<file path="config.mk">
export PLATFORM = sky130hd
export DESIGN_NAME = srx_repl_unit
export DESIGN_NICKNAME = d
export VERILOG_FILES = /design/src/rtl/srx_pkg.sv /design/src/rtl/srx_decode.sv /design/src/rtl/srx_bitrev.sv /design/src/rtl/srx_replicate.sv /design/src/rtl/srx_repl_unit.sv
export SDC_FILE = /design/constraint.sdc
export NUM_CORES = 1
export LEC_CHECK = 0
export BUFFER_PORTS_ARGS = -buffer_cell sky130_fd_sc_hd__clkbuf_2
export CAP_MARGIN = 20
export CORE_MARGIN = 4
export CORE_UTILIZATION = 52
export DETAILED_ROUTE_END_ITERATION = 10
export PLACE_DENSITY = 0.88
export SLEW_MARGIN = 0
export SYNTH_ARGS = -nofsm -noshare
export SYNTH_HDL_FRONTEND = slang
export SYNTH_HIERARCHICAL = 1
export SYNTH_SLANG_ARGS = --single-unit
</file>
<file path="constraint.sdc">
create_clock -name vclk -period 2.59
set_input_delay 0.259 -clock vclk [all_inputs]
set_output_delay 0.259 -clock vclk [all_outputs]
set_load 0.05 [all_outputs]
</file>
<file path="src/rtl/srx_pkg.sv">
package srx_pkg;

    localparam int unsigned SUBOP_W = 5;

    typedef enum logic [SUBOP_W-1:0] {
        SUB_BREV     = 5'h1B,
        SUB_BYTE_IMM = 5'h02,
        SUB_BYTE_REG = 5'h03,
        SUB_HALF_IMM = 5'h0A,
        SUB_HALF_REG = 5'h0B,
        SUB_WORD_IMM = 5'h12,
        SUB_WORD_REG = 5'h13
    } subop_e;

    typedef enum logic [1:0] {
        LANE_BYTE,
        LANE_HALF,
        LANE_WORD
    } lane_e;

    typedef struct packed {
        logic  valid;
        logic  brev;
        lane_e lane;
        logic  use_imm;
        logic  full64;
    } ctrl_t;

    function automatic ctrl_t ctrl_idle();
        ctrl_t c;
        c.valid   = 1'b0;
        c.brev    = 1'b0;
        c.lane    = LANE_BYTE;
        c.use_imm = 1'b0;
        c.full64  = 1'b0;
        return c;
    endfunction

endpackage

</file>
<file path="src/rtl/srx_decode.sv">
module srx_decode
    import srx_pkg::*;
(
    input  logic               mode_64,
    input  logic               op_group,
    input  logic [SUBOP_W-1:0] subop,
    output ctrl_t              ctrl
);
    always_comb begin
        ctrl = ctrl_idle();
        if (!op_group) begin
            ctrl.full64 = 1'b0;
            case (subop)
                SUB_BREV:     begin ctrl.valid = 1'b1; ctrl.brev = 1'b1; end
                SUB_BYTE_IMM: begin ctrl.valid = 1'b1; ctrl.lane = LANE_BYTE; ctrl.use_imm = 1'b1; end
                SUB_BYTE_REG: begin ctrl.valid = 1'b1; ctrl.lane = LANE_BYTE; end
                SUB_HALF_IMM: begin ctrl.valid = 1'b1; ctrl.lane = LANE_HALF; ctrl.use_imm = 1'b1; end
                SUB_HALF_REG: begin ctrl.valid = 1'b1; ctrl.lane = LANE_HALF; end
                default:      ctrl.valid = 1'b0;
            endcase
        end else if (mode_64) begin
            ctrl.full64 = 1'b1;
            case (subop)
                SUB_BYTE_IMM: begin ctrl.valid = 1'b1; ctrl.lane = LANE_BYTE; ctrl.use_imm = 1'b1; end
                SUB_BYTE_REG: begin ctrl.valid = 1'b1; ctrl.lane = LANE_BYTE; end
                SUB_HALF_IMM: begin ctrl.valid = 1'b1; ctrl.lane = LANE_HALF; ctrl.use_imm = 1'b1; end
                SUB_HALF_REG: begin ctrl.valid = 1'b1; ctrl.lane = LANE_HALF; end
                SUB_WORD_IMM: begin ctrl.valid = 1'b1; ctrl.lane = LANE_WORD; ctrl.use_imm = 1'b1; end
                SUB_WORD_REG: begin ctrl.valid = 1'b1; ctrl.lane = LANE_WORD; end
                default:      ctrl.valid = 1'b0;
            endcase
        end
    end
endmodule

</file>
<file path="src/rtl/srx_bitrev.sv">
module srx_bitrev #(
    parameter int unsigned XLEN  = 64,
    parameter int unsigned REV_W = 16
) (
    input  logic [REV_W-1:0] src,
    output logic [XLEN-1:0]  res
);
    localparam int unsigned PAD_W = XLEN - REV_W;

    logic [REV_W-1:0] flipped;

    for (genvar i = 0; i < REV_W; i++) begin : g_flip
        assign flipped[REV_W-1-i] = src[i];
    end

    assign res = {{PAD_W{1'b0}}, flipped};
endmodule

</file>
<file path="src/rtl/srx_replicate.sv">
module srx_replicate
    import srx_pkg::*;
#(
    parameter int unsigned XLEN  = 64,
    parameter int unsigned IMM_W = 10
) (
    input  ctrl_t              ctrl,
    input  logic [IMM_W-1:0]   imm,
    input  logic [XLEN/2-1:0]  src,
    output logic [XLEN-1:0]    res
);
    localparam int unsigned WORD_W  = XLEN / 2;
    localparam int unsigned N_BYTE  = XLEN / 8;
    localparam int unsigned N_HALF  = XLEN / 16;
    localparam int unsigned N_WORD  = XLEN / WORD_W;

    logic [7:0]        b_val;
    logic [15:0]       h_val;
    logic [WORD_W-1:0] w_val;
    logic [XLEN-1:0]   rep_b, rep_h, rep_w, wide;

    assign b_val = ctrl.use_imm ? imm[7:0] : src[7:0];
    assign h_val = ctrl.use_imm ? {{(16-IMM_W){imm[IMM_W-1]}}, imm} : src[15:0];
    assign w_val = ctrl.use_imm ? {{(WORD_W-IMM_W){imm[IMM_W-1]}}, imm} : src;

    for (genvar g = 0; g < N_BYTE; g++) begin : g_byte
        assign rep_b[g*8 +: 8] = b_val;
    end
    for (genvar g = 0; g < N_HALF; g++) begin : g_half
        assign rep_h[g*16 +: 16] = h_val;
    end
    for (genvar g = 0; g < N_WORD; g++) begin : g_word
        assign rep_w[g*WORD_W +: WORD_W] = w_val;
    end

    always_comb begin
        case (ctrl.lane)
            LANE_BYTE: wide = rep_b;
            LANE_HALF: wide = rep_h;
            default:   wide = rep_w;
        endcase
        if (ctrl.full64) res = wide;
        else             res = {{WORD_W{wide[WORD_W-1]}}, wide[WORD_W-1:0]};
    end
endmodule

</file>
<file path="src/rtl/srx_repl_unit.sv">
module srx_repl_unit
    import srx_pkg::*;
#(
    parameter int unsigned XLEN  = 64,
    parameter int unsigned IMM_W = 10,
    parameter int unsigned IDX_W = 5
) (
    input  logic               mode_64,
    input  logic               op_group,
    input  logic [SUBOP_W-1:0] subop,
    input  logic [IMM_W-1:0]   imm_field,
    input  logic [XLEN/2-1:0]  src_lo,
    input  logic [IDX_W-1:0]   dest_idx,
    output logic [XLEN-1:0]    wr_data,
    output logic               wr_en,
    output logic               illegal_op
);
    localparam int unsigned REV_W = 16;

    ctrl_t           ctrl;
    logic [XLEN-1:0] brev_res, rep_res;

    srx_decode u_dec (
        .mode_64  (mode_64),
        .op_group (op_group),
        .subop    (subop),
        .ctrl     (ctrl)
    );

    srx_bitrev #(.XLEN(XLEN), .REV_W(REV_W)) u_brev (
        .src (src_lo[REV_W-1:0]),
        .res (brev_res)
    );

    srx_replicate #(.XLEN(XLEN), .IMM_W(IMM_W)) u_rep (
        .ctrl (ctrl),
        .imm  (imm_field),
        .src  (src_lo),
        .res  (rep_res)
    );

    always_comb begin
        if (!ctrl.valid)   wr_data = '0;
        else if (ctrl.brev) wr_data = brev_res;
        else               wr_data = rep_res;
    end

    assign wr_en      = ctrl.valid && (dest_idx != '0);
    assign illegal_op = !ctrl.valid;
endmodule

</file>
Yosys cells after proc, flatten, opt, wreduce, memory -nomap -nowiden

Cells that the tools add are included.

Mux-type cells: 19
Reductions and logical operators: 10
Equal/unequal tests: 8

Operators by type and width:

| cell               | count |
|---|---|
| $mux 64            | 3 |
| $pmux 64 s2        | 1 |
| $mux 32            | 1 |
| $mux 16            | 1 |
| $eq 5x5->1 const B | 3 |
| $eq 5x2->1 const B | 2 |
| $eq 5x4->1 const B | 2 |
| $mux 1             | 9 |
| $mux 4             | 2 |
| $mux 8             | 1 |
| $reduce_or 2->1    | 3 |
| $reduce_or 6->1    | 1 |
| $reduce_bool 5->1  | 1 |
| $reduce_or 5->1    | 1 |
| $pmux 2 s2         | 1 |
| $reduce_or 3->1    | 1 |
| $eq 2x1->1 const B | 1 |
| $logic_not 2->1    | 1 |
| $logic_and 1x1->1  | 1 |
| $logic_not 1->1    | 1 |

Output and inout port bits: 66
Input port bits: 54
Flip-flop bits (word level): 0
Word-level logic and storage cells: 37

Depth between registers and ports, before layout

Gate-level depths: netlist of the first run.

Depth in word-level cells: 10
Gate-level depth with buffers: 13
Gate-level depth less buffers: 8

Cells and area by module

The synthesis of the first run kept the hierarchy.

Modules (own cells, without submodules):

| module        | cells each | seq. area each (µm²) | times used | area an instance (µm²) |
|---|---|---|---|---|
| srx_replicate | 164        | 0.0                  | 1          | 1342.5 |
| srx_repl_unit | 146        | 0.0                  | 1          | 1032.2 |
| srx_bitrev    | 65         | 0.0                  | 1          | 484.2 |
| srx_decode    | 15         | 0.0                  | 1          | 121.4 |

Least setup slack after synthesis of the first run

No wires, ideal clock.

Path kind: in2out
Start point: input mode_64
End point: output wr_data[58]
Cell stages on the path: 8
Buffers on the path: 1
Slack: -291 ps
Data arrival time: 2622 ps
Required time: 2331 ps
Path through: and2_2 -> and4b_1 -> buf_6 -> nor2_2 -> mux4_2 -> mux2i_1 -> mux2i_1 -> nor2_1

RTL lines:

| what            | RTL line            | RTL |
|---|---|---|
| start, declared | srx_repl_unit.sv:8  | `input logic mode_64,` |
| end, declared   | srx_repl_unit.sv:14 | `output logic [XLEN-1:0] wr_data,` |

==> results.py, run 1 <==
metrics = {
    "run_status": {
        "status": "finished with violations",
        "violations": "negative setup slack",
    },
    "route": {
        "wirelength_mm": 12.4,
        "viasPerCell": 5.93,
        "wl_per_cell_um": 21.3,
        "drt_pass1_iterations": 7,
        "vias": 3447,
        "drt_iter0_markers": 478,
        "drtAntennaViolNets": 0,
        "drcViolationCount": 0,
    },
    "global_routing": {
        "grt_first_pass_wirelength_mm": 17.1,
        "grt_pass1_vias": 3292,
        "top_usage_layer": "met2",
        "grt_usage_pct": 29.7,
        "grt.met3_usage_pct": 4.94,
        "antenna_found_initial": 0,
        "met1_usage_pct": 35.1,
        "grt_overflow": 0,
        "gr-usage-met2_pct": 52.3,
        "grt_max_degree": 35,
    },
    "timing": {
        "setup_violations": 33,
        "fin_ws_ns": -0.224,
        "hold_viol": 0,
        "slew_violations": 0,
        "finalCriticalPeriod_ns": 2.81,
        "rsz0062_at_grt": "yes",
        "max_freq_ghz": 0.355,
        "post-route-period-util_pct": 109,
    },
    "die": {
        "die_h_um": 83.7,
        "rows": 27,
        "core_region_area_um2": 5540,
        "die_area_um2": 7010,
        "die_w_um": 83.7,
        "io_pins": 120,
        "start_util_pct": 53.8,
    },
    "final_layout": {
        "antenna_cells": 0,
        "fillers": 285,
        "final_nets": 565,
        "fin_cells": 581,
        "nClkBuffers": 0,
        "regArea_um2": 0,
        "nFlopsAndLatches": 0,
        "area_growth_pct": 57.3,
        "layout-drive-gt1-share_pct": 55.0,
    },
    "job": {
        "cap_viol_max_count": 0,
    },
    "synthesis": {
        "synth_top_area_cell": "mux2i_1",
        "yosysWarningCount": 6,
        "yosys-top-cells-area": "mux2i_1, buf_4, mux4_2",
        "syn_avg_cell_area_um2": 7.64,
        "synthDistinctLibCells": 38,
        "ys_seq_area_share_pct": 0,
        "netlist.area_leader.share_pct": 30.6,
        "netlist_area_um2": 2980,
        "netlist_instances": 390,
    },
    "power": {
        "power_mw": 0.841,
        "p_leak_nw": 1.99,
        "peakVddDrop_uv": 104,
        "powerDensity_nw_per_um2": 180,
    },
    "worst_hold_path": {
        "hold_path_class": "in -> out",
    },
    "worst_setup_path": {
        "cpMostUsedCell": "buf_6",
        "crit_path_end_kind": "output port",
        "crit_required_ns": 2.33,
        "cp_max_fo": 6,
        "critPathLaunchType": "primary input",
        "cpMaxStageDelayCell": "a2111oi_4",
        "worstPathArrival_ns": 2.55,
        "cp_top_family": "buffers and inverters",
        "path_class": "in -> out",
        "slowest_delay_ns": 0.35,
        "crit_chain": "buf_6 > nand2b_4 > a2111oi_4 > buf_6 > buf_6 > clkinvlp_4 > buf_6 > mux4_2 > mux2i_1 > mux2i_1 > nor2_4 > buf_12",
        "crit_buf_inv": 6,
    },
    "place": {
        "dpl.cell_count": 564,
        "gp_congestion": 0.947,
        "hpwlAfterDp_mm": 7.57,
        "port_buffers": 120,
    },
    "cts": {
        "cts_hold_buffers": 0,
    },
}
-- area by class of cell --
cell class	count	area, um^2	area share [%]
multi-input cells	309	2700	57.6
repair buffers	168	1770	37.9
inverters	32	125	2.67
well taps	72	90.1	1.92
-- tightest hold or removal path, stage by stage --
cell and delay (ns):
clkbuf_2 0.08, nor2_1 0.08, a21oi_1 0.06, clkbuf_2 0.24
-- synth_stat cells, types with 2 or more instances --
library cell and number:
nand2b_1 3, o21ai_0 8, mux2_2 18, nand2_1 14, inv_1 30, clkinv_1 2
nor3_1 4, mux2i_1 91, buf_6 4, a21oi_1 9, buf_4 67, clkbuf_1 8
buf_2 10, nor2_1 76, mux4_2 16, o2111a_1 2, buf_8 6, nor2b_1 2
-- report_power, final --
group          leakage (nW)  switching [mW]  internal [mW]
combinational          1.99           0.485          0.356
clock                     0               0              0
sequential                0               0              0
-- layer usage --
metal | vias up | wire length [um]
met2 | 332 | 5920
met4 | 0 | 881
met1 | 1569 | 4260
li1 | 1455 | -
met5 | - | 0
met3 | 91 | 1330
-- through the flow --
stage	hold slack [ns]	utilization [%]	worst slack [ns]	TNS [ns]	area, um^2
finish	0.974	84.6	-0.224	-2.45	4690
CTS	0.975	80.3	-0.149	-3.19	4450
floorplan	0.885	-	-0.0741	-0.0741	3310
global placement	0.956	72.5	-0.0958	-0.966	4020
global route	0.999	84.6	-0.222	-4.87	4690
detailed placement	0.974	72.5	-0.206	-4.12	4020
-- worst paths after layout --
path | cells after the start | startpoint | slack, ns | to
min | 4 | dest_idx[4] | 0.97 | wr_en
max | 12 | subop[3] | -0.22 | wr_data[61]
-- repair_timing --
action | 4_1_cts | 5_1_grt
endpoints found under the setup margin | 49 | 61
cloned | 4 | 0
resized for setup | 66 | 65
pin swaps | 10 | 21
setup buffers | 7 | 8
-- layout by cell type (no fill, tap or decap), types with 3 or more instances in the layout --
| cell | n |
|---|---|
| a21oi_1 | 6 |
| a21oi_2 | 3 |
| buf_12 | 35 |
| buf_4 | 27 |
| buf_6 | 17 |
| buf_8 | 5 |
| clkbuf_2 | 62 |
| clkbuf_4 | 6 |
| clkbuf_8 | 11 |
| conb_1 | 48 |
| inv_1 | 29 |
| mux2_2 | 5 |
| mux2_4 | 13 |
| mux2i_1 | 80 |
| mux2i_2 | 7 |
| mux2i_4 | 4 |
| mux4_2 | 16 |
| nand2_1 | 12 |
| nor2_1 | 32 |
| nor2_2 | 30 |
| nor2_4 | 15 |
| o21ai_1 | 6 |
-- logic make-up (layout without fill, tap and decap cells) --
group	after synthesis	after routing	synth area share, %
other cells	1	48	0.126
buf+inv	128	200	28.3
compound gates	28	28	6.72
mux	125	125	49.5
simple gates	108	108	15.4
Power figures use the tool's default switching activity.
==> run 2, diff against run 1 <==
- MAX_ROUTING_LAYER: unset -> met4
==> run 2 against run 1 <==
  * The run still ends with negative setup slack left
  * Worst hold slack improved by 0.0025 ns
  * Clock-buffer cell count unchanged
  * Combinational power is 4.8% lower
  * Final cell count down 0.34%
  * Die area did not move
  * Worst setup slack better by 0.11 ns
  * Maximum frequency is 3.9% higher
  * Routed wire length shrank 8.8%
  * Global-route usage shrank 0.17 points
  * Largest cell class unchanged
==> results.py, run 2 (synthesized netlist as in run 1, its figures left out) <==
metrics = {
    "power": {
        "switchingPower_mw": 0.458,
        "switching_share_pct": 57.1,
        "pwr-share-clk_pct": 0,
        "comb_power_share_pct": 100.0,
        "p_int_mw": 0.343,
        "p_leak_nw": 1.95,
        "peakVddDrop_uv": 111,
        "powerDensity_nw_per_um2": 175,
        "seqPwrFrac_pct": 0,
    },
    "final_layout": {
        "layout-drive-gt1-share_pct": 52.5,
        "regArea_um2": 0,
        "final_common_cell": "mux2i_1",
        "nFlopsAndLatches": 0,
        "fin_cells": 579,
        "utilization_pct": 82.5,
        "final_nets": 563,
        "area_growth_pct": 53.3,
        "fillers": 325,
        "antenna_cells": 0,
        "nClkBuffers": 0,
        "stdcell_area_um2": 4570,
        "layout_common_cells": "mux2i_1, clkbuf_2, conb_1",
    },
    "route": {
        "wirelength_mm": 11.3,
        "drt_iter0_markers": 295,
        "drcViolationCount": 0,
        "vias": 3316,
        "drtAntennaViolNets": 0,
        "drt_pass1_iterations": 5,
        "wl_per_cell_um": 19.5,
        "viasPerCell": 5.73,
    },
    "die": {
        "core_region_area_um2": 5540,
        "rows": 27,
        "start_util_pct": 53.8,
        "die_area_um2": 7010,
        "die_w_um": 83.7,
        "die_h_um": 83.7,
        "io_pins": 120,
    },
    "global_routing": {
        "grt_max_degree": 35,
        "grt_pass1_vias": 3302,
        "grt_overflow": 0,
        "grt_first_pass_wirelength_mm": 16.6,
        "grt_usage_pct": 29.5,
        "antenna_found_initial": 0,
    },
    "place": {
        "gp_congestion": 0.964,
        "dpl.cell_count": 564,
        "placed_cell_area_um2": 4020,
        "port_buffers": 120,
        "hpwlAfterDp_mm": 7.47,
    },
    "timing": {
        "max_freq_ghz": 0.369,
        "post-route-period-util_pct": 105,
        "fin_tns_setup_ns": -0.914,
        "setup_violations": 25,
        "hold_viol": 0,
        "slew_violations": 0,
        "fin_ws_ns": -0.118,
        "finalCriticalPeriod_ns": 2.71,
        "rsz0062_at_grt": "yes",
    },
    "worst_setup_path": {
        "worstPathArrival_ns": 2.45,
        "cp_max_fo": 16,
        "critPathLaunchType": "primary input",
        "crit_required_ns": 2.33,
        "path_class": "in -> out",
        "crit_path_end_kind": "output port",
    },
    "worst_hold_path": {
        "min_from": "dest_idx[4]",
        "min_to": "wr_en",
        "hold_path_class": "in -> out",
        "hold_depth": 4,
    },
    "run_status": {
        "violations": "negative setup slack",
        "status": "finished with violations",
    },
    "job": {
        "cap_viol_max_count": 0,
    },
}
run 2: final cells by class:
| class | instances | area [um^2] | area share (%) |
|---|---|---|---|
| repair buffers | 166 | 1730 | 37.9 |
| well taps | 72 | 90.1 | 1.97 |
| multi-input cells | 309 | 2630 | 57.4 |
| inverters | 32 | 121 | 2.66 |
run 2: repair_timing:
item | CTS | global route
setup endpoints to repair | 49 | 56
pin swaps | 3 | 9
gates resized for setup | 56 | 39
cloned | 3 | 0
setup buffers | 5 | 7
hold buffers | 0 | 0
run 2: power by group through the flow:
stage / logic [mW] / registers, mW / clock network, mW
2_1_floorplan: 0.516 / 0 / 0
3_3_place_gp: 0.666 / 0 / 0
3_5_place_dp: 0.691 / 0 / 0
4_1_cts: 0.745 / 0 / 0
5_1_grt: 0.840 / 0 / 0
6_report: 0.801 / 0 / 0
run 2: worst max-delay path, stage by stage:
cell and delay (ns):
buf_6 0.09, nand2b_4 0.14, a2111oi_4 0.35, buf_6 0.21
mux4_2 0.57, buf_6 0.18, mux2i_1 0.18, mux2i_1 0.13
nor2_2 0.19, buf_12 0.16
run 2: worst max path at each step:
stage	start	to	slack [ns]	depth (start not counted)
2_1_floorplan	mode_64	wr_data[58]	-0.07	8
3_3_place_gp	op_group	wr_data[62]	-0.1	9
3_5_place_dp	subop[2]	wr_data[54]	-0.18	10
4_1_cts	mode_64	wr_data[58]	-0.12	10
5_1_grt	mode_64	wr_data[58]	-0.24	11
6_report	subop[3]	wr_data[58]	-0.12	10
run 2: metrics by stage:
| stage | power, mW | worst slack (ns) | hold slack (ns) |
|---|---|---|---|
| floorplan | 0.516 | -0.0741 | 0.885 |
| global placement | 0.666 | -0.0959 | 0.956 |
| detailed placement | 0.691 | -0.183 | 0.981 |
| CTS | 0.745 | -0.116 | 0.981 |
| global route | 0.840 | -0.241 | 1.01 |
| finish | 0.801 | -0.118 | 0.976 |
run 2: routing by layer:
metal  up-vias  wire length [um]  GRT usage, %
li1       1448                 -             -
met4         0               602          11.4
met2       254              5520          50.8
met5         -                 0             -
met1      1546              4100          34.3
met3        68              1090          4.64
